--- src/rtl/pcie_tlp_trace_filter.sv ---
module pcie_tlp_trace_filter #(
  parameter int DATA_W = 64,
  parameter int PORT_W = 4
) (
  input  logic              clk,
  input  logic              rst_n,
  input  logic              trace_en,
  input  logic              cfg_we,
  input  logic [19:0]       cfg_filter,
  input  logic [7:0]        cfg_type,
  input  logic [3:0]        cfg_dir,
  input  logic              cfg_long,
  input  logic              hdr_valid,
  input  logic              hdr_outbound,
  input  logic [1:0]        hdr_class,
  input  logic              hdr_cpl_b,
  input  logic [15:0]       hdr_rid,
  input  logic [PORT_W-1:0] hdr_port,
  input  logic [DATA_W-1:0] hdr_data,
  output logic              acc_valid,
  output logic [DATA_W-1:0] acc_data,
  output logic              acc_outbound,
  output logic [1:0]        acc_class,
  output logic              cfg_error
);
  localparam int VAL_W = 16;
  localparam int NPORT = 1 << PORT_W;
  localparam int MASK_W = (NPORT < VAL_W) ? NPORT : VAL_W;

  logic [19:0] r_filt;
  logic [7:0]  r_type;
  logic [3:0]  r_dir;
  logic        r_long;

  always_ff @(posedge clk) begin
    if (!rst_n) begin
      r_filt <= '0;
      r_type <= '0;
      r_dir  <= '0;
      r_long <= 1'b0;
    end else if (cfg_we && !trace_en) begin
      r_filt <= cfg_filter;
      r_type <= cfg_type;
      r_dir  <= cfg_dir;
      r_long <= cfg_long;
    end
  end

  wire [VAL_W-1:0]  fval      = r_filt[VAL_W-1:0];
  wire [MASK_W-1:0] port_mask = fval[MASK_W-1:0];
  wire port_hit = (int'(hdr_port) < MASK_W) && port_mask[hdr_port];
  wire rid_hit  = (hdr_rid == fval);
  wire filt_hit = r_filt[19] ? port_hit : rid_hit;

  wire is_cpl   = (hdr_class == 2'd2);
  wire type_hit = (hdr_class != 2'd3) && r_type[hdr_class];

  wire in_grp_b = !hdr_outbound && (!is_cpl || hdr_cpl_b);
  wire in_cpl_a = !hdr_outbound && is_cpl && !hdr_cpl_b;

  logic dir_hit;
  logic dir_bad;
  logic out_incl;

  always_comb begin
    dir_hit  = 1'b0;
    dir_bad  = 1'b0;
    out_incl = 1'b0;
    if (r_long) begin
      case (r_dir)
        4'd1: begin dir_hit = hdr_outbound; out_incl = 1'b1; end
        4'd2: dir_hit = in_grp_b;
        4'd3: dir_hit = in_cpl_a;
        default: dir_bad = 1'b1;
      endcase
    end else begin
      case (r_dir)
        4'd0: dir_hit = !hdr_outbound;
        4'd1: begin dir_hit = hdr_outbound; out_incl = 1'b1; end
        4'd2: begin dir_hit = hdr_outbound || in_grp_b; out_incl = 1'b1; end
        4'd3: begin dir_hit = hdr_outbound || in_cpl_a; out_incl = 1'b1; end
        default: dir_bad = 1'b1;
      endcase
    end
  end

  wire [1:0] type_cnt = 2'(r_type[0]) + 2'(r_type[1]) + 2'(r_type[2]);
  assign cfg_error = dir_bad || (out_incl && type_cnt != 2'd1);

  wire accept = trace_en && hdr_valid && !cfg_error && filt_hit && type_hit && dir_hit;

  always_ff @(posedge clk) begin
    if (!rst_n) begin
      acc_valid    <= 1'b0;
      acc_data     <= '0;
      acc_outbound <= 1'b0;
      acc_class    <= '0;
    end else begin
      acc_valid <= accept;
      if (hdr_valid) begin
        acc_data     <= hdr_data;
        acc_outbound <= hdr_outbound;
        acc_class    <= hdr_class;
      end
    end
  end

  a_r7_error_blocks: assert property (@(posedge clk) disable iff (!rst_n)
    cfg_error |=> !acc_valid);

  a_r10_one_cycle: assert property (@(posedge clk) disable iff (!rst_n)
    acc_valid |-> $past(hdr_valid && trace_en));

  a_r9_frozen: assert property (@(posedge clk) disable iff (!rst_n)
    $past(trace_en) |-> ($stable(r_filt) && $stable(r_type) && $stable(r_dir) && $stable(r_long)));

  a_r4_type_allowed: assert property (@(posedge clk) disable iff (!rst_n)
    acc_valid |-> (acc_class != 2'd3 && r_type[acc_class]));

  a_r7_outbound_onehot: assert property (@(posedge clk) disable iff (!rst_n)
    (acc_valid && acc_outbound) |-> $countones(r_type[2:0]) == 1);
endmodule

--- config.mk ---
export PLATFORM = sky130hd
export DESIGN_NAME = pcie_tlp_trace_filter
export DESIGN_NICKNAME = d
export VERILOG_FILES = /design/src/rtl/pcie_tlp_trace_filter.sv
export SDC_FILE = /design/constraint.sdc
export NUM_CORES = 1
export LEC_CHECK = 0
export BUFFER_PORTS_ARGS = -buffer_cell sky130_fd_sc_hd__buf_2
export CAP_MARGIN = 20
export CORE_MARGIN = 3
export CORE_UTILIZATION = 49
export DETAILED_ROUTE_END_ITERATION = 12
export GPL_ROUTABILITY_DRIVEN = 0
export HOLD_SLACK_MARGIN = 0.1
export PLACE_DENSITY_LB_ADDON = 0.2
export SYNTH_ARGS = -nofsm -noshare
export SYNTH_HDL_FRONTEND = slang
export SYNTH_SLANG_ARGS = --single-unit
--- constraint.sdc ---
create_clock -name clk -period 2.76 [get_ports clk]
set_input_delay 0.69 -clock clk [delete_from_list [all_inputs] [get_ports clk]]
set_output_delay 0.69 -clock clk [all_outputs]
set_load 0.02 [all_outputs]
==> impl_metrics.py, run 1 <==
metrics = {
    "route": {
        "drtAntennaViolNets": 0,
        "avgViaCountPerCell": 4.770,
        "drtIter0Drc": 46,
        "first_pass_iters": 4,
        "routed-via-count": 3191,
        "route.detailed.drc": 0,
        "wl_per_cell_microns": 13.32,
        "routed_wl_microns": 8912,
    },
    "synthesis": {
        "syn_inst": 385,
        "synth_top_area_share_pct": 47.42,
        "syn_nets": 512,
        "ys.flop_type": "dfxtp_1",
        "syn_avg_cell_area_sq_um": 10.20,
        "synthDistinctLibCells": 29,
        "yosysTopAreaCell": "dfxtp_1",
        "syn-cell-area_sq_um": 3926,
        "synth-seq-area-share_pct": 47.42,
        "async_flop_share_pct": 0,
        "synth_edf_count": 0,
        "synth_warnings": 0,
        "synth_area_leaders": "dfxtp_1 (47%), mux2i_1 (18%), nor2b_1 (11%)",
        "synth_seq_cells": 93,
    },
    "timing": {
        "hold_viol": 0,
        "hold_ws_ps": 482.3,
        "fmax_mhz": 390.2,
        "slew_viol_final": 0,
        "finalCritPeriodShare_pct": 92.86,
        "fin_setup_tns_ps": 0,
        "rsz0062_at_grt": "false",
        "skew_ps": 8.763,
        "slew_headroom_pct": 64.72,
        "worst_pin_slew_ps": 528.1,
        "setup_viol": 0,
        "period_needed_ps": 2563,
    },
    "min_path": {
        "hold_class": "reg2reg",
        "hold_end": "r_dir[3]",
        "min_path_cells": 2,
        "hp-start": "r_dir[3]",
    },
    "layout": {
        "layout-drive-gt1-share_pct": 37.21,
        "nets": 689,
        "fin_util_pct": 66.11,
        "syn_to_final_growth_pct": 30.78,
        "regArea_sq_um": 1862,
        "n_antenna_cell": 0,
        "multi_input_area_sq_um": 1962,
        "fillers": 659,
    },
    "cts": {
        "numCtsBuffers": 9,
        "insertion_delay_ps": 350,
        "ctsHoldBuffers": 0,
        "clkTransAtPathRegs_ps": 90,
        "htree_num_levels": 3,
        "ctsRootBufferMaster": "clkbuf_8",
        "cts_tree": "built",
        "clock_sinks": 93,
        "clockBufferDepth": 2,
    },
    "worst_setup_path": {
        "r2r_start": "r_type[0]",
        "critPathMaxStageDelay_ps": 530,
        "crit_chain": "fa_1, nor2b_1, nor2_1, o21ai_1, nand2_1, buf_2",
        "crit_arrival_ps": 1870,
        "worstSetupPathType": "reg2out",
        "critPathLaunchType": "flop",
        "cp_slowest_cell": "fa_1",
        "r2r_slack_ps": 970,
        "reg2reg_to": "acc_valid",
        "required_ps": 2070,
        "critPathCaptureType": "primary output",
        "r2r_cells": 6,
        "crit_fanout": 3,
    },
    "power_and_ir_drop": {
        "pwr_density_cell_nw_per_um2": 549.9,
        "totalPowerFinal_mw": 2.824,
        "irDropWorstVdd_v": 0.0003036,
        "p_leak_nw": 2.526,
    },
    "status": {
        "status": "completed",
    },
    "floorplan": {
        "die_x_microns": 95.52,
        "die_h_microns": 95.52,
        "core_area_sq_um": 7767,
        "placement_rows": 32,
        "fp.dieArea_sq_um": 9123,
        "pin_count": 195,
        "floorplan.initialDensity_pct": 50.55,
    },
    "global_route": {
        "overflow": 0,
        "grtUsageTotal_pct": 18.91,
        "grt_pass1_vias": 2946,
        "grt_max_degree": 62,
        "antenna_found_initial": 0,
        "grt_pass1_wl_microns": 13500,
    },
    "place": {
        "numPortBuffers": 186,
        "dpl.hpwl_microns": 6704,
    },
    "flow_run": {
        "drv_cap": 0,
    },
}
==> routing by layer <==
| metal | global-route usage, % | part of all wire [%] | up-vias |
|---|---|---|---|
| met1 | 22.71 | 41 | 1413 |
| met2 | 31.66 | 48 | 126 |
| met4 | 7.109 | 1.1 | 0 |
| met5 | 0 | 0 | - |
| met3 | 5.919 | 9.2 | 8 |
| li1 | - | - | 1644 |
==> kinds of logic (layout without fill, tap and decap cells) <==
group / count (synthesis) / in the layout / share of synthesized area [%]
flops: 93 / 93 / 47.42
compound gates: 36 / 36 / 6.469
mux: 74 / 74 / 20.36
buf+inv: 25 / 207 / 2.613
fa+ha+maj: 1 / 1 / 0.5099
simple gates: 140 / 140 / 19.06
xor+xnor: 16 / 16 / 3.569
==> worst max-delay path by stage <==
stage / slack (ps) / start / to / cells past startpoint
global placement: 540 / r_type[0] / cfg_error / 6
CTS: 110 / r_type[0] / cfg_error / 6
detailed placement: 520 / r_type[0] / cfg_error / 6
finish: 200 / r_type[0] / cfg_error / 6
global route: 80 / r_type[0] / cfg_error / 6
floorplan: 680 / r_type[0] / cfg_error / 5
==> cell usage after synthesis (2+ instances only) <==
library cell and instances:
dfxtp_1 93, mux2i_1 69, nor2b_1 69, nand2_1 53
a21boi_0 25, clkbuf_1 18, xor2_1 16, buf_2 7
nor2_1 5, nor4_1 4, nand4_1 3, o21ai_0 3
mux4_1 2, mux4_2 2, o21ai_1 2
==> timing repair <==
item,in CTS,in global routing
setup endpoints to repair,0,1
gates resized for setup,0,1
buffers inserted,0,0
==> final cells by class <==
cell class	count	share of cell area [%]
Clock buffer	10	2.485
Tap cell	102	2.485
Sequential cell	93	36.26
Clock inverter	6	1.413
Multi-Input combinational cell	267	38.21
Timing Repair Buffer	191	19.15
==> worst max-delay path: cells and delay by family, from the launching register on <==
kind | cells | cell delay, ps
adder cells (fa/ha/maj) | 1 | 530
flip-flops | 1 | 360
AND/OR/NAND/NOR | 3 | 320
buffers and inverters | 1 | 170
AO/OA/AOI/OAI | 1 | 150
==> placed cells by master, fill, tap and decap left out, types with 2 or more instances in the layout <==
cell type	count
a21boi_0	25
o21ai_1	3
mux2i_1	69
nor2b_1	69
nand2_1	53
nand4_1	3
buf_4	5
clkbuf_8	9
nor4_1	4
buf_2	185
nor2_1	5
clkinvlp_4	3
xor2_1	16
mux4_1	2
mux4_2	2
dfxtp_1	93
o21ai_0	2
==> state kept, by name, summed over array words and instances, names as in the netlist <==
name          cells
acc_data         64
r_filt           17
r_dir             4
r_type            3
acc_class         2
acc_outbound      1
acc_valid         1
r_long            1
==> power breakdown <==
part           internal [mW]  switching, mW
registers               1.42         0.0430
clock network          0.427          0.484
logic                  0.216          0.238
==> through the flow <==
stage / worst slack [ps] / std cells / area [sq um]
after floorplan: 681.2 / 385 / 3926
after global placement: 542.2 / 653 / 4935
after detailed placement: 520.0 / 653 / 4935
after CTS: 112.3 / 669 / 5135
after global routing: 77.10 / 669 / 5135
final: 197.2 / 669 / 5135
No activity file was read; power rests on OpenSTA's default activity.
==> inputs of run 2 (changes only) <==
--- a/config.mk
+++ b/config.mk
@@ -16,3 +16,4 @@
 export SYNTH_ARGS = -nofsm -noshare
 export SYNTH_HDL_FRONTEND = slang
 export SYNTH_SLANG_ARGS = --single-unit
+export TNS_END_PERCENT = 30
==> constraint.sdc (replaced) <==
create_clock -name clk -period 2.76 [get_ports clk]
set_input_delay 0.69 -clock clk [delete_from_list [all_inputs] [get_ports clk]]
set_output_delay 0.69 -clock clk [all_outputs]
set_load 0.01 [all_outputs]
==> run 2 against run 1 <==
Net effect: worst hold slack better by 4.0 ps; via count grew 2.0%; final area increased by 0.61%; wire length increased by 0.16%; global-route usage up 0.25 points; cell count did not move; clock-buffer cell count stayed put; register-to-register slack worse by 40 ps; flip-flop and latch count stayed put; critical endpoint unchanged; largest cell class unchanged.
==> impl_metrics.py, run 2 (synthesis gave the netlist of run 1 again) <==
metrics = {
    "timing": {
        "worst_pin_slew_ps": 537.6,
        "slew_headroom_pct": 64.08,
        "finalCritPeriodShare_pct": 92.92,
        "fmax_mhz": 389.9,
        "setup_viol": 0,
        "timing.final.ws_setup_ps": 195.5,
        "hold_viol": 0,
        "skew_ps": 12.86,
        "fin_setup_tns_ps": 0,
        "slew_viol_final": 0,
        "rsz0062_at_grt": "false",
        "period_needed_ps": 2565,
    },
    "worst_setup_path": {
        "worstSetupStartpoint": "r_type[0]",
        "critPathCaptureType": "primary output",
        "required_ps": 2070,
        "worstSetupPathType": "reg2out",
        "crit_end": "cfg_error",
        "critPathMaxStageDelay_ps": 530,
        "cp_slowest_cell": "fa_1",
        "cp_num_buf_inv": 1,
        "crit_chain": "fa_1, nor2b_1, nor2_1, o21ai_1, nand2_1, buf_2",
        "r2r_start": "r_type[0]",
        "crit_fanout": 3,
        "r2r_cells": 6,
        "crit_arrival_ps": 1870,
        "cp.depth": 6,
        "critPathLaunchType": "flop",
        "r2r_slack_ps": 930,
        "cp_top_family": "adder cells",
        "reg2reg_to": "acc_valid",
    },
    "cts": {
        "htree_num_levels": 3,
        "clkTransAtPathRegs_ps": 90,
        "insertion_delay_ps": 350,
        "clockBufferDepth": 2,
        "cts_tree": "built",
        "ctsRootBufferMaster": "clkbuf_8",
        "clock_sinks": 93,
        "numCtsBuffers": 9,
    },
    "layout": {
        "layout_commonest_cell": "buf_2",
        "layout-drive-gt1-share_pct": 37.39,
        "n_antenna_cell": 0,
        "layout_common_cells": "buf_2 (185), dfxtp_1 (93), nor2b_1 (69), mux2i_1 (69), nand2_1 (53)",
        "fillers": 668,
        "reg_top3": "acc_data: 64 flops, r_filt: 17 flops, r_dir: 4 flops",
        "top_register": "acc_data",
        "syn_to_final_growth_pct": 31.58,
        "nets": 689,
        "largest_reg_flops": 64,
    },
    "status": {
        "status": "completed",
    },
    "flow_run": {
        "drv_cap": 0,
    },
    "global_route": {
        "grtUsageTotal_pct": 19.16,
        "grt_pass1_vias": 3132,
        "grt_max_degree": 62,
        "grt_pass1_wl_microns": 13830,
        "antenna_found_initial": 0,
        "overflow": 0,
    },
    "power_and_ir_drop": {
        "seq_power_share_pct": 50.4,
        "p_sw_uw": 720.0,
        "pwr-share-comb_pct": 14.1,
        "irDropWorstVdd_v": 0.0002735,
        "clkPwrFrac_pct": 35.5,
        "intPower_mw": 2.176,
        "p_leak_nw": 2.554,
        "swShare_pct": 24.86,
        "pwr_density_cell_nw_per_um2": 560.5,
    },
    "floorplan": {
        "placement_rows": 32,
        "die_h_microns": 95.52,
        "pin_count": 195,
        "fp.dieArea_sq_um": 9123,
        "floorplan.initialDensity_pct": 50.55,
        "core_area_sq_um": 7767,
        "die_x_microns": 95.52,
    },
    "min_path": {
        "hold_class": "reg2reg",
        "min_path_cells": 2,
    },
    "route": {
        "routed_wl_microns": 8926,
        "first_pass_iters": 4,
        "wl_per_cell_microns": 13.34,
        "drtIter0Drc": 85,
        "drtAntennaViolNets": 0,
        "routed-via-count": 3254,
        "avgViaCountPerCell": 4.864,
        "route.detailed.drc": 0,
    },
    "place": {
        "numPortBuffers": 186,
        "place_ws_ps": 500.1,
        "dpl.hpwl_microns": 6779,
    },
}
-- run 2: changes by cell type in the layout (fill, tap and decap cells not counted), sizes merged --
cell,delta
bufinv,+1
inv,+1
clkinvlp,-3
clkinv,+1
-- run 2: worst register-to-register path, cell delays in order (launching register included) --
cell and delay [ps]:
dfxtp_1 350, fa_1 530, nor2b_1 180, nor2_1 70, o21ai_1 170, nand4_1 210
nor4b_4 250
-- run 2: layout make-up --
class / count / area [sq um] / area share (%)
clock buffers: 10 / 137.6 / 2.664
clock inverters: 6 / 93.84 / 1.816
multi-input cells: 267 / 1962 / 37.98
flip-flops and latches: 93 / 1862 / 36.04
well taps: 102 / 127.6 / 2.470
repair buffers: 191 / 983.4 / 19.04
-- run 2: worst min-delay path by stage --
stage | startpoint | end | slack, ps
CTS | r_dir[2] | r_dir[2] | 490
floorplan | r_dir[2] | r_dir[2] | 450
global placement | r_dir[3] | r_dir[3] | 470
finish | r_dir[2] | r_dir[2] | 490
detailed placement | r_dir[2] | r_dir[2] | 480
global route | r_filt[8] | r_filt[8] | 520
-- run 2: power groups by stage --
stage	clock [mW]	combinational (mW)	sequential (mW)
6_report	1.03	0.409	1.46
5_1_grt	1.10	0.456	1.47
4_1_cts	1.06	0.415	1.46
3_5_place_dp	0	0.414	1.49
3_3_place_gp	0	0.405	1.49
2_1_floorplan	0	0.202	1.51
-- run 2: through the flow --
step           std cells  power [mW]  hold WS (ps)  util (%)  instance area (sq um)
2_1_floorplan        385       1.715         452.9         -                   3926
3_3_place_gp         653       1.891         465.4     63.53                   4935
3_5_place_dp         653       1.904         476.5     63.53                   4935
4_1_cts              669       2.932         488.3     66.51                   5166
5_1_grt              669       3.026         519.1     66.51                   5166
6_report             669       2.896         486.3     66.51                   5166
-- run 2: what timing repair did --
action                     in CTS  in global routing
hold buffers                    0                  0
setup endpoints to repair       0                  1
buffers inserted                0                  0
gates resized for setup         0                  1
-- run 2: layer usage --
| layer | share of wire [%] | vias up | track usage [%] | wire (microns) |
|---|---|---|---|---|
| met3 | 9.6 | 15 | 5.841 | 860 |
| met5 | 0 | - | 0 | 0 |
| met4 | 1.6 | 0 | 8.412 | 146 |
| met1 | 41 | 1461 | 22.61 | 3685 |
| met2 | 47 | 135 | 32.07 | 4234 |
| li1 | - | 1643 | - | - |
==> inputs of run 3 (changes only) <==
==> constraint.sdc (replaced) <==
create_clock -name clk -period 2.76 [get_ports clk]
set_input_delay 0.414 -clock clk [delete_from_list [all_inputs] [get_ports clk]]
set_output_delay 0.414 -clock clk [all_outputs]
set_load 0.01 [all_outputs]
==> run 3 against run 2 <==
Net effect: combinational power down 1%; register-to-register slack better by 40 ps; sequential power about the same; critical path type unchanged; die area unchanged; largest power group unchanged; first-iteration DRC count down 58%; final area down 0.75%; via count down 2.6%.
==> impl_metrics.py, run 3 (synthesis gave the netlist of run 1 again) <==
metrics = {
    "status": {
        "status": "completed",
    },
    "route": {
        "wl_met3_microns": 785,
        "met1_length_microns": 3620,
        "avgViaCountPerCell": 4.754,
        "drtAntennaViolNets": 0,
        "wl_per_cell_microns": 13.00,
        "highest_layer": "met4",
        "drtIter0Drc": 36,
        "first_pass_iters": 4,
        "routed_wl_microns": 8672,
        "routed-via-count": 3171,
        "wl_met2_microns": 4151,
        "route.detailed.drc": 0,
    },
    "worst_setup_path": {
        "critPathCaptureType": "primary output",
        "critPathMaxStageDelay_ps": 520,
        "required_ps": 2350,
        "cp_slowest_cell": "fa_1",
        "worstSetupPathType": "reg2out",
        "r2r_start": "r_type[0]",
        "cp_num_buf_inv": 1,
        "critPathLaunchType": "flop",
        "crit_arrival_ps": 1880,
        "crit_fanout": 3,
        "cp_top_family": "adder cells",
        "crit_chain": "fa_1, nor2b_1, nor2_1, o21ai_0, nand2_1, buf_2",
        "worstSetupStartpoint": "r_type[0]",
    },
    "cts": {
        "ctsHoldBuffers": 0,
        "clockBufferDepth": 2,
        "htree_num_levels": 3,
        "cts_setup_buffers": 0,
        "numCtsBuffers": 9,
        "clkTransAtPathRegs_ps": 90,
        "insertion_delay_ps": 340,
        "cts_tree": "built",
        "clock_sinks": 93,
        "ctsRootBufferMaster": "clkbuf_8",
        "cts_resized": 0,
    },
    "power_and_ir_drop": {
        "irDropWorstVdd_v": 0.0003326,
        "swShare_pct": 24.23,
        "p_sw_uw": 682.1,
        "p_leak_nw": 2.528,
        "intPower_mw": 2.133,
        "clkPwrFrac_pct": 33.8,
        "pwr_density_cell_nw_per_um2": 549.0,
        "pwr-share-comb_pct": 14.4,
        "seq_power_share_pct": 51.8,
    },
    "timing": {
        "slew_headroom_pct": 37.89,
        "slew_viol_final": 0,
        "hold_ws_ps": 314.4,
        "worst_pin_slew_ps": 931.7,
        "hold_viol": 0,
        "rsz0062_at_grt": "false",
        "period_needed_ps": 2292,
        "setup_viol": 0,
        "fin_setup_tns_ps": 0,
        "finalCritPeriodShare_pct": 83.03,
        "skew_ps": 7.526,
        "fmax_mhz": 436.4,
    },
    "place": {
        "numPortBuffers": 186,
        "dpl.hpwl_microns": 6546,
        "post-place-cells": 652,
        "post_dp_cell_area_sq_um": 4915,
    },
    "floorplan": {
        "die_x_microns": 95.52,
        "die_h_microns": 95.52,
        "fp.dieArea_sq_um": 9123,
        "core_area_sq_um": 7767,
        "pin_count": 195,
        "placement_rows": 32,
        "floorplan.initialDensity_pct": 50.55,
    },
    "layout": {
        "reg_top3": "acc_data: 64 flops, r_filt: 17 flops, r_dir: 4 flops",
        "design_area_sq_um": 5127,
        "layout_commonest_cell": "buf_2",
        "fillers": 688,
        "fin_util_pct": 66.01,
        "layout-drive-gt1-share_pct": 37.17,
        "largest_reg_flops": 64,
        "final_cells": 667,
        "layout_common_cells": "buf_2 (185), dfxtp_1 (93), nor2b_1 (69), mux2i_1 (69), nand2_1 (53)",
        "nets": 688,
        "syn_to_final_growth_pct": 30.59,
        "n_antenna_cell": 0,
        "top_register": "acc_data",
    },
    "min_path": {
        "hp-start": "cfg_filter[12]",
        "hold_class": "in2reg",
    },
    "global_route": {
        "overflow": 0,
        "antenna_found_initial": 0,
        "grt_max_degree": 63,
        "grt_pass1_vias": 3095,
        "grt_pass1_wl_microns": 13440,
        "grtUsageTotal_pct": 18.41,
    },
    "flow_run": {
        "drv_cap": 0,
    },
}
## run 3: worst paths after layout
path / endpoint / slack, ps / depth (start not counted)
min: r_filt[12] / 310 / 3
min reg2reg: r_dir[3] / 480 / 2
max reg2reg: acc_valid / 970 / 6
max: cfg_error / 470 / 6
## run 3: power by group through the flow
stage | registers, mW | clock network, mW | logic (mW)
after floorplan | 1.51 | 0 | 0.202
after global placement | 1.49 | 0 | 0.403
after detailed placement | 1.49 | 0 | 0.410
after CTS | 1.46 | 0.985 | 0.411
after global routing | 1.47 | 1.03 | 0.451
final | 1.46 | 0.953 | 0.405
## run 3: area by class of cell
cell class                      count  area, sq um  share of cell area, %
Clock buffer                        9        123.9                  2.416
Clock inverter                      6        88.84                  1.733
Multi-Input combinational cell    267         1962                  38.26
Sequential cell                    93         1862                  36.31
Tap cell                          102        127.6                  2.489
Timing Repair Buffer              190        963.4                  18.79
## run 3: routing by layer
metal / up-vias / GRT usage (%)
met2: 116 / 31.84
met4: 0 / 6.398
met1: 1410 / 21.72
li1: 1636 / -
met3: 9 / 5.367
met5: - / 0
## run 3: worst min-delay path, delay by kind of cell
family,cells,cell delay (ps)
compound gates,1,60
simple gates,1,40
buf+inv,1,90
## run 3: per-stage QoR
step,total power [mW],setup WS (ps)
2_1_floorplan,1.715,1012
4_1_cts,2.854,437.2
3_3_place_gp,1.889,836.9
5_1_grt,2.953,313.4
6_report,2.815,468.3
3_5_place_dp,1.899,822.3
